`config.mk`:
```
export PLATFORM = sky130hd
export DESIGN_NAME = perf_event_counters
export DESIGN_NICKNAME = d
export VERILOG_FILES = /design/src/rtl/pc_pkg.sv /design/src/rtl/pc_inc_map.sv /design/src/rtl/pc_lane.sv /design/src/rtl/perf_event_counters.sv
export SDC_FILE = /design/constraint.sdc
export NUM_CORES = 1
export LEC_CHECK = 0
export ABC_AREA = 1
export CAP_MARGIN = 10
export CORE_MARGIN = 5
export CORE_UTILIZATION = 46
export DETAILED_ROUTE_END_ITERATION = 16
export PLACE_DENSITY = 0.85
export SLEW_MARGIN = 40
export SYNTH_ARGS = -nofsm -noshare
export SYNTH_HDL_FRONTEND = slang
export SYNTH_SLANG_ARGS = --single-unit
```
`constraint.sdc`:
```
create_clock -name clk -period 1.67 [get_ports clk]
set_input_delay 0.2505 -clock clk [delete_from_list [all_inputs] [get_ports clk]]
set_output_delay 0.2505 -clock clk [all_outputs]
set_load 0.02 [all_outputs]
```
`src/rtl/pc_pkg.sv`:
```
package pc_pkg;
  localparam int NUM_LANES = 5;

  typedef enum logic [2:0] {
    LANE_EXTRA = 3'd0,
    LANE_EXC   = 3'd1,
    LANE_SLEEP = 3'd2,
    LANE_LSU   = 3'd3,
    LANE_FOLD  = 3'd4
  } lane_e;
endpackage

```
`src/rtl/pc_inc_map.sv`:
```
module pc_inc_map #(
  parameter int FOLD_W   = 2,
  parameter int FOLD_MAX = 2,
  parameter int INC_W    = 2
) (
  input  logic                                       instr_extra_stb,
  input  logic                                       lsu_extra_stb,
  input  logic                                       fetch_stall_stb,
  input  logic                                       exc_stb,
  input  logic                                       sleep_stb,
  input  logic [FOLD_W-1:0]                          fold_n,
  output logic [pc_pkg::NUM_LANES-1:0][INC_W-1:0]    inc
);
  import pc_pkg::*;

  logic [INC_W-1:0] fold_clamped;

  always_comb begin
    if (int'(fold_n) > FOLD_MAX) fold_clamped = INC_W'(FOLD_MAX);
    else                         fold_clamped = INC_W'(fold_n);
  end

  always_comb begin
    inc             = '0;
    inc[LANE_EXTRA] = INC_W'((instr_extra_stb && !lsu_extra_stb) || fetch_stall_stb);
    inc[LANE_EXC]   = INC_W'(exc_stb);
    inc[LANE_SLEEP] = INC_W'(sleep_stb);
    inc[LANE_LSU]   = INC_W'(lsu_extra_stb);
    inc[LANE_FOLD]  = fold_clamped;
  end

  // clamped fold increment never exceeds the per-cycle limit
  always_comb begin
    a_r6_fold_limit: assert (int'(inc[LANE_FOLD]) <= FOLD_MAX);
  end
endmodule

```
`src/rtl/pc_lane.sv`:
```
module pc_lane #(
  parameter int CNT_W = 8,
  parameter int INC_W = 2
) (
  input  logic             clk,
  input  logic             rst_n,
  input  logic             en,
  input  logic [INC_W-1:0] inc,
  input  logic             wr,
  input  logic [CNT_W-1:0] wdata,
  output logic [CNT_W-1:0] cnt,
  output logic             evt
);
  logic             en_q;
  logic             en_rise;
  logic [CNT_W:0]   sum;

  assign en_rise = en && !en_q;
  assign sum     = {1'b0, cnt} + (CNT_W+1)'(inc);

  always_ff @(posedge clk) begin
    if (!rst_n) begin
      cnt  <= '0;
      evt  <= 1'b0;
      en_q <= 1'b0;
    end else begin
      en_q <= en;
      if (wr) begin
        cnt <= wdata;
        evt <= 1'b0;
      end else if (en_rise) begin
        cnt <= '0;
        evt <= 1'b0;
      end else begin
        cnt <= sum[CNT_W-1:0];
        evt <= en && sum[CNT_W];
      end
    end
  end

  a_r11_write_loads: assert property (@(posedge clk) disable iff (!rst_n)
    wr |=> (cnt == $past(wdata)) && !evt);

  a_r10_clear_on_enable: assert property (@(posedge clk) disable iff (!rst_n)
    (en && !en_q && !wr) |=> (cnt == '0));

  a_r7_modular_step: assert property (@(posedge clk) disable iff (!rst_n)
    (!wr && !(en && !en_q)) |=> (cnt == CNT_W'($past(cnt) + CNT_W'($past(inc)))));

  a_r9_no_event_disabled: assert property (@(posedge clk) disable iff (!rst_n)
    !en |=> !evt);

  a_r8_single_pulse: assert property (@(posedge clk) disable iff (!rst_n)
    evt |=> !evt);
endmodule

```
`src/rtl/perf_event_counters.sv`:
```
module perf_event_counters #(
  parameter int CNT_W    = 8,
  parameter int DATA_W   = 32,
  parameter int FOLD_W   = 2,
  parameter int FOLD_MAX = 2,
  parameter int SEL_W    = 3
) (
  input  logic                                 clk,
  input  logic                                 rst_n,
  input  logic                                 instr_extra_stb,
  input  logic                                 lsu_extra_stb,
  input  logic                                 fetch_stall_stb,
  input  logic                                 exc_stb,
  input  logic                                 sleep_stb,
  input  logic [FOLD_W-1:0]                    fold_n,
  input  logic [pc_pkg::NUM_LANES-1:0]         evt_en,
  input  logic                                 wr_en,
  input  logic [SEL_W-1:0]                     wr_sel,
  input  logic [CNT_W-1:0]                     wr_data,
  input  logic [SEL_W-1:0]                     rd_sel,
  output logic [DATA_W-1:0]                    rd_data,
  output logic [pc_pkg::NUM_LANES*CNT_W-1:0]   cnt_all,
  output logic [pc_pkg::NUM_LANES-1:0]         evt_pulse
);
  import pc_pkg::*;

  localparam int INC_W = $clog2(FOLD_MAX + 1);

  logic [NUM_LANES-1:0][INC_W-1:0] inc;
  logic [NUM_LANES-1:0][CNT_W-1:0] cnt;

  pc_inc_map #(
    .FOLD_W  (FOLD_W),
    .FOLD_MAX(FOLD_MAX),
    .INC_W   (INC_W)
  ) u_map (
    .instr_extra_stb(instr_extra_stb),
    .lsu_extra_stb  (lsu_extra_stb),
    .fetch_stall_stb(fetch_stall_stb),
    .exc_stb        (exc_stb),
    .sleep_stb      (sleep_stb),
    .fold_n         (fold_n),
    .inc            (inc)
  );

  for (genvar i = 0; i < NUM_LANES; i++) begin : g_lane
    pc_lane #(
      .CNT_W(CNT_W),
      .INC_W(INC_W)
    ) u_lane (
      .clk  (clk),
      .rst_n(rst_n),
      .en   (evt_en[i]),
      .inc  (inc[i]),
      .wr   (wr_en && (wr_sel == SEL_W'(i))),
      .wdata(wr_data),
      .cnt  (cnt[i]),
      .evt  (evt_pulse[i])
    );
    assign cnt_all[i*CNT_W +: CNT_W] = cnt[i];
  end

  always_comb begin
    rd_data = '0;
    for (int k = 0; k < NUM_LANES; k++) begin
      if (rd_sel == SEL_W'(k)) rd_data = DATA_W'(cnt[k]);
    end
  end

  // unused select codes read zero
  always_comb begin
    if (int'(rd_sel) >= NUM_LANES) a_r2_unused_sel_zero: assert (rd_data == '0);
  end

  a_r1_reset_quiet: assert property (@(posedge clk)
    !rst_n |=> (evt_pulse == '0) && (cnt_all == '0));
endmodule

```
**Word-level counts from Yosys, hierarchy flattened**

Index checks and enable logic that the tools add are counted.

- Register bits after elaboration: 50
- Latch bits: 0
- RAM bits: 0
- Bits in read-only memories: 0
- Input bits: 29
- Output and inout bits: 77
- Memories: 0

- $add $sub $neg: 5
- Multiply operators: 0
- Div/mod/pow operators: 0
- Magnitude comparators: 1
- Eq/ne operators: 8
- Shift operators: 0
- Muxes and demuxes: 16
- Bitwise operators: 1
- Reduce and logical (&&, ||, !) cells: 30

Operator list:

| kind | count |
|---|---|
| 32-bit two-way mux | 4 |
| 8-bit two-way mux | 11 |
| 8-bit by 1-bit adder with 9-bit output | 4 |
| 1-bit logical AND | 16 |
| 3-bit OR reduction | 5 |
| 3-bit by 2-bit == test with 1-bit output (second input constant) | 4 |
| 8-bit by 2-bit adder with 9-bit output | 1 |
| 3-bit by 1-bit == test with 1-bit output (second input constant) | 2 |
| 3-bit == test (second input constant) | 2 |
| 1-bit logical NOT | 6 |
| 3-bit logical NOT | 2 |
| 2-bit > comparator (second input constant) | 1 |
| 2-bit two-way mux | 1 |
| 1-bit logical OR | 1 |
| 1-bit NOT | 1 |

**Longest topological paths before layout**

Gate-level depths: netlist of run 1.

- Depth after elaboration: 6
- Mapped depth: 10
- Depth with buffers taken out: 10

**Hierarchy**

A second synthesis of run 1 with hierarchy kept.

- Cell total of the unflattened synthesis: 507
- Area, all modules: 3306.9 µm²

Modules (own cells, without submodules):

| module | times used | cells an instance | area each (µm²) | sequential area each (µm²) |
|---|---|---|---|---|
| pc_lane | 5 | 75 | 526.8 | 200.2 |
| perf_event_counters | 1 | 117 | 590.6 | 0.0 |
| pc_inc_map | 1 | 15 | 82.6 | 0.0 |

**Worst setup path after synthesis of run 1**

No wires, ideal clock.

- Path kind: register to register
- Start: register g_lane[4].u_lane.cnt[0]
- End: register g_lane[4].u_lane.cnt[4]
- Arrival: 1413 ps
- Data required time: 1600 ps
- Setup slack: 187 ps
- Cell stages (with the launch flop): 8
- Path buffers: 0
- Period minus slack after synthesis: 1483 ps
- Cell sequence: dfxtp_1 ha_1 fa_1 nand2_1 nor2_1 nor2_1 o21ai_0 a21oi_1

- Cells in the longest elaborated chain, start to end: 3

RTL lines:

| item | line | source |
|---|---|---|
| start: declaration | pc_lane.sv:11 | `output logic [CNT_W-1:0] cnt,` |
| start signal: assignment | pc_lane.sv:29 | `cnt <= wdata;` |
| start signal: assignment | pc_lane.sv:35 | `cnt <= sum[CNT_W-1:0];` |
| 8-bit by 2-bit adder with 9-bit output | pc_lane.sv:19 | `assign sum = {1'b0, cnt} + (CNT_W+1)'(inc);` |
| 8-bit two-way mux | pc_lane.sv:31 | `end else if (en_rise) begin` |
| 8-bit two-way mux | pc_lane.sv:28 | `if (wr) begin` |

Every way passes these cells.
A chain may end at the register's enable or synchronous reset.

**Worst setup path after layout of run 1**

- Start: register g_lane[3].u_lane.cnt[3]
- End: output cnt_all[27] (netlist bit)

RTL lines:

| item | line | source |
|---|---|---|
| start: declaration | pc_lane.sv:11 |  |
| start signal: assignment | pc_lane.sv:29 |  |
| start signal: assignment | pc_lane.sv:35 |  |
| end: declaration | perf_event_counters.sv:22 | `output logic [pc_pkg::NUM_LANES*CNT_W-1:0] cnt_all,` |

No word-level cell between the ends.

==> impl_metrics.yaml, run 1 <==
outcome:
  outcome: "finished clean"
global_route:
  grt_pass1_vias: 3301
  grt_pass1_wl_mm: 15.3
  grt_remaining_overflow: 0
  antenna_found_initial: 0
  grt_max_degree: 25
  grt_use_total: 0.224
power_and_ir_drop:
  p_leak_nw: 2.19
  vdd_drop_max_uv: 460
  powerDensity_nw_per_um2: 617
clocking:
  cts.path.max_buffers: 2
  htreeDepth: 2
  clock_sinks: 50
  cts_hold_buf: 0
  cts-root-buf: "clkbuf_8"
  cts_tree: "done"
  cts-buffers-inserted: 5
  clk_pin_slew_worst_paths_ps: 100
  clk_latency_ps: 310
sta:
  fmax_mhz: 613
  slew_viol_final: 0
  worst_clock_skew_ps: 7.97
  setup_viol: 0
  finalHoldViolations: 0
  rsz0062_at_grt: "no"
  finalCritPeriodShare: 0.977
  min_period_ps: 1630
synth:
  synth_edf_count: 0
  synth.distinct_cells: 25
  synth.top_cell.area_share: 0.326
  ys_top_cells_by_count: "nand2_1, inv_1, nand3_1, nor2_1, dfxtp_1"
  synth_most_common_cell: "nand2_1"
  synthTopCellsByArea: "dfxtp_1, nand2_1, nand3_1, buf_4, inv_1"
  avgSynthCellArea_sq_um: 6.41
  synthFlopType: "dfxtp_1"
  synthesis.area_sq_um: 3070
  ys_seq_elements: 50
  ys_seq_area_frac: 0.326
  netlist_instances: 479
  yosysWarnings: 0
  async_flop_share: 0
  yosysTopAreaCell: "dfxtp_1"
die:
  coreArea_sq_um: 6420
  die_y_um: 91.7
  rows: 29
  top_level_ports: 106
  dieArea_sq_um: 8410
  start_util: 0.478
  die_w_um: 91.7
routing:
  wl_mm: 9.75
  dr.pass1.iters: 7
  wl_per_cell_um: 14.4
  vias: 3488
  postRouteAntennaNets: 0
  route.detailed.drc: 0
  drt_iter0_drc: 297
  via_per_inst: 5.15
placed_design:
  io_buffers: 81
  dp_hpwl_mm: 7.61
  post-place-cells: 668
  gp_congestion: 0.953
setup_path:
  crit_type: "reg2out"
  path_max_fanout: 4
  required_ps: 1420
  crit_arrival_ps: 1380
  end_kind: "output pin"
  cp-start-kind: "flip-flop"
finish:
  post_layout_nonfiller_instances: 677
  syn2layout_area_growth_pct: 40.0
  diodes: 0
  utilization: 0.669
  num-nets-final: 639
  drive_gt1_frac: 0.135
job:
  cap_violations: 0
worst_hold_path:
  timing.hold.worst.class: "in2reg"
worst paths after layout:
path,from,to,slack [ps],cells after the start
setup / recovery,g_lane[3].u_lane.cnt[3],cnt_all[27],40,2
hold / removal,evt_en[1],g_lane[1].u_lane.en_q,500,3
setup reg to reg,g_lane[4].u_lane.cnt[0],g_lane[4].u_lane.cnt[4],110,7
hold reg to reg,g_lane[3].u_lane.cnt[7],g_lane[3].u_lane.evt,530,2
cell usage in the layout (no fill, tap or decap), types with 3 or more instances in the layout:
cell	netlist	final
nand2_1	140	138
inv_1	57	56
nand3_1	57	56
nor2_1	52	51
dfxtp_1	50	50
clkdlybuf4s50_1	0	49
buf_4	29	42
a21oi_1	39	39
conb_1	1	24
dlymetal6s2s_1	0	17
ha_1	10	9
o21ai_0	9	8
buf_2	0	7
nor2_4	4	6
dlygate4sd2_1	0	6
inv_2	4	5
o22ai_1	5	5
clkbuf_8	0	5
o21bai_1	3	3
nand2_2	2	3
nor4_1	3	3
flip-flops by register name (all words and copies together) (netlist names):
name,flops
g_lane.u_lane.cnt,40
g_lane.u_lane.en_q,5
g_lane.u_lane.evt,5
worst max-delay path, stage by stage, from the launching register on:
cell and delay (ps):
dfxtp_1 340, buf_4 130, clkdlybuf4s50_1 600
kinds of logic after synthesis:
family | count (synthesis) | synth area share
AOI/OAI and AO/OA | 58 | 0.102
xor gates and xnor gates | 1 | 0.00285
adders and majority gates | 11 | 0.0473
buffers and inverters | 94 | 0.150
DFF | 50 | 0.326
other | 1 | 0.00122
and+or+nand+nor | 264 | 0.370
power breakdown:
part / internal (mW) / switching (mW) / leakage (nW)
clock network: 0.442 / 0.425 / 0.0579
registers: 1.23 / 0.0286 / 0.406
logic: 0.211 / 0.321 / 1.72
total: 1.88 / 0.774 / 2.19
layout make-up:
class	instances	area, sq um
fill	536	2120
multi-input combinational	358	1740
timing repair buffer	123	1130
sequential	50	1000
inverter	61	229
tap	77	96.3
clock buffer	5	68.8
clock inverter	3	40.0
metrics by stage:
stage	power, mW	hold WS (ps)	setup TNS, ps	setup slack, ps	cell area [sq um]
global placement	1.79	501	-6140	-597	4140
detailed placement	1.81	504	-7450	-649	4140
finish	2.65	495	0	38.8	4300
floorplan	1.58	362	0	187	3160
CTS	2.65	495	0	2.94	4240
global route	2.75	507	0	3.47	4300
per-layer routing:
| metal | global-route usage | vias to the layer above | wire length [um] |
|---|---|---|---|
| met5 | 0 | - | 0 |
| met3 | 0.0475 | 30 | 884 |
| met1 | 0.265 | 1564 | 3780 |
| met2 | 0.402 | 182 | 4780 |
| li1 | - | 1712 | - |
| met4 | 0.0755 | 0 | 308 |
timing repair:
action,CTS,global route
endpoints found under the hold margin,0,0
pin swaps,2,2
resized for setup,51,21
endpoints found under the setup margin,13,18
setup buffers,0,1
Note: power is estimated with default switching activity, not from simulation.
==> run 2, diff against run 1 <==
- CORE_UTILIZATION: 46 -> 47
- SYNTH_HIERARCHICAL: default -> 1
==> run 2 against run 1 <==
Via count rose by 2.8%. Global-route usage increased by 0.11 points. Synthesized area is 7.7% higher. Critical path type unchanged. Highest routed layer unchanged.
==> impl_metrics.yaml, run 2 <==
outcome:
  outcome: "finished clean"
die:
  coreArea_sq_um: 6830
  top_level_ports: 106
  die_w_um: 93.9
  start_util: 0.484
  die_y_um: 93.9
  dieArea_sq_um: 8810
  rows: 30
setup_path:
  cp-start-kind: "flip-flop"
  required_ps: 1420
  cp-startpoint: "g_lane[1].u_lane/cnt[7]"
  path_max_fanout: 4
  r2r_slack_ps: 140
  r2r-start: "g_lane[4].u_lane/cnt[0]"
  rr_worst_depth: 7
  crit_type: "reg2out"
  end_kind: "output pin"
  crit_arrival_ps: 1400
  r2r-end: "g_lane[4].u_lane/cnt[2]"
  critPathCapture: "cnt_all[15]"
synth:
  synth.top_cell.area_share: 0.303
  synth_edf_count: 0
  avgSynthCellArea_sq_um: 6.52
  ys_top_cells_by_count: "nand2_1, nand3_1, inv_1, dfxtp_1"
  yosysWarnings: 6
  synthTopCellsByArea: "dfxtp_1, nand2_1, nand3_1, buf_4, inv_1"
  async_flop_share: 0
  ys_seq_area_frac: 0.303
  synthesis.area_sq_um: 3310
  synth.distinct_cells: 23
  netlist_instances: 507
  synthFlopType: "dfxtp_1"
  synth_most_common_cell: "nand2_1"
  ys_seq_elements: 50
  yosysTopAreaCell: "dfxtp_1"
routing:
  wl_mm: 9.95
  vias: 3585
  drt_iter0_drc: 218
  route.detailed.drc: 0
  via_per_inst: 4.90
  dr.pass1.iters: 5
  wl_per_cell_um: 13.6
  postRouteAntennaNets: 0
global_route:
  antenna_found_initial: 0
  top_usage_layer: "met2"
  grt_pass1_wl_mm: 15.7
  grtUsageMet2: 0.393
  grt_remaining_overflow: 0
  use_met1: 0.277
  grt_use_total: 0.225
  grtUsageMet3: 0.0449
  grt_pass1_vias: 3402
  grt_max_degree: 14
placed_design:
  io_buffers: 81
  place_area_sq_um: 4430
  gp_congestion: 0.915
  dp_hpwl_mm: 7.95
  post-place-cells: 724
clocking:
  cts-root-buf: "clkbuf_8"
  cts-buffers-inserted: 5
  clk_pin_slew_worst_paths_ps: 90
  cts.path.max_buffers: 2
  clock_sinks: 50
  htreeDepth: 2
  clk_latency_ps: 300
  cts_tree: "done"
finish:
  drive_gt1_frac: 0.197
  ff_latch_area_sq_um: 1000
  largest_register_ffs: 40
  fin_area_sq_um: 4640
  post_layout_nonfiller_instances: 732
  syn2layout_area_growth_pct: 40.3
  num-nets-final: 681
  top_regs: "g_lane.u_lane/cnt x40, g_lane.u_lane/en_q x5, g_lane.u_lane/evt x5"
  diodes: 0
  mostFrequentLayoutCells: "nand2_1, nand3_1, inv_1, buf_4, dfxtp_1"
  multi_input_area_sq_um: 1910
  nFillCells: 591
  regMostFlops: "g_lane.u_lane/cnt"
  final_common_cell: "nand2_1"
sta:
  rsz0062_at_grt: "yes"
  setup_viol: 0
  fmax_mhz: 607
  finalHoldViolations: 0
  slew_viol_final: 0
  fin_tns_setup_ps: 0
  min_period_ps: 1650
  worst_clock_skew_ps: 3.62
  fin_hold_ws_ps: 477
  finalCritPeriodShare: 0.987
job:
  cap_violations: 0
power_and_ir_drop:
  combPwrFrac: 0.245
  cellInternalPower_mw: 1.83
  p_leak_nw: 2.46
  power_frac_clock: 0.267
  powerDensity_nw_per_um2: 566
  vdd_drop_max_uv: 347
  power_mw: 2.62
  pwr-share-seq: 0.487
  sw_frac_of_total: 0.304
  p_sw_mw: 0.797
worst_hold_path:
  timing.hold.worst.class: "reg2reg"
[run 2: changes by cell type after synthesis, moves of 8 or more]
cell / change
nor3_1: +8
nor2_1: -17
nand4_1: +12
nand2_2: +8
inv_2: +8
[run 2: stage by stage]
stage	util	worst slack [ps]
after CTS	0.666	1.65
after global routing	0.679	-41.8
after global placement	0.648	-604
final	0.679	22.3
after floorplan	-	169
after detailed placement	0.648	-611
[run 2: worst min path at each step]
stage,depth (start not counted),slack (ps),end,start
detailed placement,2,460,g_lane[3].u_lane/evt,g_lane[3].u_lane/en_q
global route,2,490,g_lane[3].u_lane/evt,g_lane[3].u_lane/en_q
CTS,2,480,g_lane[3].u_lane/evt,g_lane[3].u_lane/en_q
floorplan,2,360,g_lane[0].u_lane/en_q,evt_en[0]
finish,2,480,g_lane[3].u_lane/evt,g_lane[3].u_lane/en_q
global placement,2,460,g_lane[1].u_lane/evt,g_lane[1].u_lane/en_q
[run 2: cell type report]
type | count | share of cell area
clock buffer | 6 | 0.0178
inverter | 67 | 0.0542
multi-input combinational | 377 | 0.412
sequential | 50 | 0.216
tap | 96 | 0.0259
timing repair buffer | 136 | 0.274
[run 2: routing by layer]
layer | routed length [um] | vias to the layer above
met5 | 0 | -
met4 | 231 | 0
met3 | 537 | 23
met2 | 4960 | 131
met1 | 4220 | 1611
li1 | - | 1820
[run 2: kinds of logic (layout without fill, tap and decap cells)]
family	after synthesis	count (layout)	share of synthesized area
flip-flops	50	50	0.303
AO/OA/AOI/OAI	50	50	0.0813
AND/OR/NAND/NOR	284	284	0.378
buffers and inverters	106	209	0.168
other	2	28	0.00227
adder cells (fa/ha/maj)	15	15	0.0681
[run 2: power groups by stage]
stage | clock, mW | combinational (mW) | sequential (mW)
after floorplan | 0 | 0.326 | 1.35
after global placement | 0 | 0.609 | 1.30
after detailed placement | 0 | 0.627 | 1.30
after CTS | 0.705 | 0.640 | 1.28
after global routing | 0.755 | 0.703 | 1.28
final | 0.702 | 0.643 | 1.28
[run 2: worst max-delay path, stage by stage, from the launching register on]
cell             delay (ps)
dfxtp_1                 360
buf_4                   140
clkdlybuf4s50_1         600
[run 2: what timing repair did]
| action | in CTS | in global routing |
|---|---|---|
| setup endpoints to repair | 18 | 36 |
| hold buffers | 0 | 0 |
| setup buffers | 1 | 2 |
| resized for setup | 65 | 31 |
| pin swaps | 7 | 7 |
